===== src/rtl/tape_time_counter.sv =====
module tape_time_counter #(
  parameter int unsigned HR_TENS_TOP = 9
) (
  input  logic       clk,
  input  logic       rst_n,
  input  logic       step_up,
  input  logic       step_down,
  output logic [3:0] hr_tens,
  output logic [3:0] hr_units,
  output logic [3:0] min_tens,
  output logic [3:0] min_units,
  output logic [3:0] sec_tens,
  output logic [3:0] sec_units
);
  localparam int NDIG = 6;

  function automatic logic [3:0] top_of(int idx);
    case (idx)
      1, 3:    top_of = 4'd5;
      5:       top_of = HR_TENS_TOP[3:0];
      default: top_of = 4'd9;
    endcase
  endfunction

  localparam logic [23:0] ALL_TOP = {top_of(5), top_of(4), top_of(3),
                                     top_of(2), top_of(1), top_of(0)};

  logic [3:0] dig [NDIG];
  logic [NDIG-1:0] cy, bw;
  logic [23:0] flat;

  assign cy[0] = step_up;
  assign bw[0] = step_down & ~step_up;
  assign flat  = {dig[5], dig[4], dig[3], dig[2], dig[1], dig[0]};

  for (genvar gi = 0; gi < NDIG; gi++) begin : g_digit
    localparam logic [3:0] TOP = top_of(gi);

    if (gi < NDIG-1) begin : g_chain
      assign cy[gi+1] = cy[gi] & (dig[gi] == TOP);
      assign bw[gi+1] = bw[gi] & (dig[gi] == 4'd0);
    end

    always_ff @(posedge clk) begin
      if (!rst_n)
        dig[gi] <= 4'd0;
      else if (cy[gi])
        dig[gi] <= (dig[gi] == TOP) ? 4'd0 : dig[gi] + 4'd1;
      else if (bw[gi])
        dig[gi] <= (dig[gi] == 4'd0) ? TOP : dig[gi] - 4'd1;
    end

    a_r10_digit_range: assert property (@(posedge clk) disable iff (!rst_n)
      dig[gi] <= TOP);
  end

  assign sec_units = dig[0];
  assign sec_tens  = dig[1];
  assign min_units = dig[2];
  assign min_tens  = dig[3];
  assign hr_units  = dig[4];
  assign hr_tens   = dig[5];

  a_r2_sync_clear: assert property (@(posedge clk)
    !rst_n |=> flat == 24'd0);

  a_r3_hold: assert property (@(posedge clk) disable iff (!rst_n)
    (!step_up && !step_down) |=> $stable(flat));

  a_r7_wrap_up: assert property (@(posedge clk) disable iff (!rst_n)
    (step_up && flat == ALL_TOP) |=> flat == 24'd0);

  a_r8_wrap_down: assert property (@(posedge clk) disable iff (!rst_n)
    (step_down && !step_up && flat == 24'd0) |=> flat == ALL_TOP);
endmodule


===== config.mk =====
export PLATFORM = sky130hd
export DESIGN_NAME = tape_time_counter
export DESIGN_NICKNAME = d
export VERILOG_FILES = /design/src/rtl/tape_time_counter.sv
export SDC_FILE = /design/constraint.sdc
export NUM_CORES = 1
export LEC_CHECK = 0
export BUFFER_PORTS_ARGS = -buffer_cell sky130_fd_sc_hd__buf_2
export CAP_MARGIN = 20
export CORE_ASPECT_RATIO = 1.4
export CORE_UTILIZATION = 60
export CTS_BUF_LIST = sky130_fd_sc_hd__clkbuf_4
export DETAILED_ROUTE_END_ITERATION = 8
export PLACE_DENSITY = 0.83
export SYNTH_ARGS = -nofsm -noshare
export SYNTH_HDL_FRONTEND = slang
export SYNTH_SLANG_ARGS = --single-unit
export TNS_END_PERCENT = 10

===== constraint.sdc =====
create_clock -name clk -period 2.95 [get_ports clk]
set_input_delay 0.295 -clock clk [delete_from_list [all_inputs] [get_ports clk]]
set_output_delay 0.295 -clock clk [all_outputs]
set_load 0.03 [all_outputs]

==> results.sh <==
export IMPL_finalClockSkew_ps=3.35
export IMPL_synth_top_area_share_pct=35.3
export IMPL_place_gp_congestion=0.805
export IMPL_port_buffers=27
export IMPL_holdWs_ps=409
export IMPL_io_pin_count=28
export IMPL_num_rows=24
export IMPL_slew_headroom_pct=58.8
export IMPL_synthesis_area_um2=2040
export IMPL_cellLeakagePower_nw=0.896
export IMPL_wl_per_cell_um=15.3
export IMPL_synth_ff_type="edfxtp_1"
export IMPL_dp_hpwl_um=3300
export IMPL_synth_area_top_cells="edfxtp_1, ha_1, nor2_1, a21oi_1, o21ai_0"
export IMPL_yosys_area_top_type="edfxtp_1"
export IMPL_die_x_um=51.3
export IMPL_status="completed"
export IMPL_syn2layout_area_growth_pct=8.64
export IMPL_ys_seq_elements=24
export IMPL_htreeDepth=1
export IMPL_rsz0062_at_grt="false"
export IMPL_gr_total_overflow=0
export IMPL_cts_buffers=3
export IMPL_required_ps=2930
export IMPL_initial_utilization_pct=64.2
export IMPL_top_register="dig"
export IMPL_largest_reg_flops=24
export IMPL_ant_nets=0
export IMPL_crit_fanout=8
export IMPL_core_area_um2=3180
export IMPL_period_minus_slack_ps=2610
export IMPL_arrival_ps=2590
export IMPL_irDropWorstVdd_mv=0.330
export IMPL_cts_tree="yes"
export IMPL_dr_pass1_iters=4
export IMPL_hold_depth=3
export IMPL_synthCells=224
export IMPL_die_area_um2=3640
export IMPL_setup_viol=0
export IMPL_hold_buffers=0
export IMPL_mostFrequentLayoutCells="buf_2, edfxtp_1, nor2_1, ha_1, nand2_1"
export IMPL_antenna_found_initial=0
export IMPL_dr_first_iter_drc_count=53
export IMPL_synth_seq_area_share_pct=35.3
export IMPL_power_density_nw_per_um2=402
export IMPL_tightestPinTransition_ps=614
export IMPL_drc=0
export IMPL_path_clk_slew_ps=140
export IMPL_routed_wl_um=4380
export IMPL_nets=271
export IMPL_grt_usage_pct=25.8
export IMPL_cts_resized_gates=0
export IMPL_grt_pass1_wl_um=7390
export IMPL_slew_violations=0
export IMPL_synth_edf_count=24
export IMPL_cts_path_max_buffers=2
export IMPL_drive_gt1_share_pct=17.0
export IMPL_via_per_inst=6.26
export IMPL_final_common_cell="buf_2"
export IMPL_critPathLaunchType="flip-flop"
export IMPL_finalHoldViolCount=0
export IMPL_max_freq_mhz=382
export IMPL_clkLatencyLatePin_ps=310
export IMPL_fin_tns_setup_ps=0
export IMPL_num_vias=1791
export IMPL_cap_violations=0
export IMPL_synthArstFlopShare_pct=0
export IMPL_cts_sinks=24
export IMPL_first_global_vias=1693
export IMPL_syn_avg_cell_area_um2=9.12
export IMPL_r2r_cells=6
export IMPL_end_kind="flip-flop"
export IMPL_yosys_warnings=0
export IMPL_grt_max_degree=14
export IMPL_antenna_cells=0
export IMPL_min_path_type="input port to flip-flop"
export IMPL_fill_cells=278
export IMPL_syn_nets=247
export IMPL_criticalPathCategory="flip-flop to flip-flop"
export IMPL_synth_cell_types=56
export IMPL_top_regs="dig (24)"
export IMPL_timing_final_crit_share_pct=88.6
export IMPL_cts_root_buf="clkbuf_4"
export IMPL_die_h_um=71.0
export IMPL_postCtsSetupRepairBufs=0
report_power, final:
group          total, mW  switching, mW  internal, mW  leakage, nW
clock network      0.154          0.104        0.0494       0.0154
logic              0.261          0.166        0.0954        0.629
registers          0.476         0.0628         0.413        0.251
total              0.891          0.333         0.558        0.896
cell families after synthesis:
group | count (synthesis) | share of synthesized area, %
compound gates | 58 | 18.6
xor+xnor | 5 | 2.14
fa+ha+maj | 19 | 11.6
buf+inv | 25 | 4.78
flops | 24 | 35.3
mux | 2 | 1.04
simple gates | 91 | 26.5
final cells by class:
cell class | instances | area, µm² | share of cell area, %
clock buffer | 3 | 22.5 | 1.02
clock inverter | 1 | 3.75 | 0.169
inverter | 17 | 63.8 | 2.88
multi-input combinational | 175 | 1220 | 55.2
sequential | 24 | 721 | 32.5
tap | 39 | 48.8 | 2.20
timing repair buffer | 27 | 135 | 6.09
Yosys cell counts (2+ instances only):
cell and instances:
a211oi_1 2, a21oi_1 15, a221oi_1 3, a22oi_1 2
a32oi_1 2, and3b_1 3, and4b_1 2, buf_2 2
clkbuf_1 5, edfxtp_1 24, ha_1 19, inv_1 17
nand2_1 18, nand2b_1 3, nand3_1 8, nand3b_1 2
nand4_1 3, nand4b_1 2, nor2_1 22, nor3_1 7
nor3b_1 3, nor4_1 2, nor4bb_1 2, o211ai_1 3
o21a_1 2, o21ai_0 14, o22a_1 2, o22ai_1 2
or3_1 3, xnor2_1 2, xor2_1 3
final timing paths:
path | startpoint | slack, ps | endpoint
worst max register to register | dig[0][0] | 340 | dig[5][2]
worst max-delay path | dig[0][0] | 340 | dig[5][2]
worst min-delay path | step_down | 410 | dig[0][0]
worst min register to register | dig[2][0] | 750 | dig[2][0]
worst max-delay path: stages, from the launching register on:
cell and delay [ps]:
edfxtp_1 500, inv_1 140, ha_1 260, nor4b_4 380, nand3_4 180, or4_4 570, o211ai_1 250
per-layer routing:
layer  GRT usage, %  wire length (µm)  vias to the layer above
li1               -                 -                      882
met2           47.2              2330                       49
met4           7.81                57                        0
met1           31.7              1840                      854
met5              0                 0                        -
met3           1.72               148                        6
through the flow:
step                      cells  util (%)  setup slack (ps)  area [µm²]  power (mW)
after global placement      282      68.9               497        2190       0.739
after detailed placement    282      68.9               375        2190       0.743
after global routing        286      69.7               156        2220       0.935
after floorplan             224         -               446        2040       0.671
final                       286      69.7               336        2220       0.891
after CTS                   286      69.7               335        2220       0.894
Note: power is estimated with default switching activity, not from simulation.
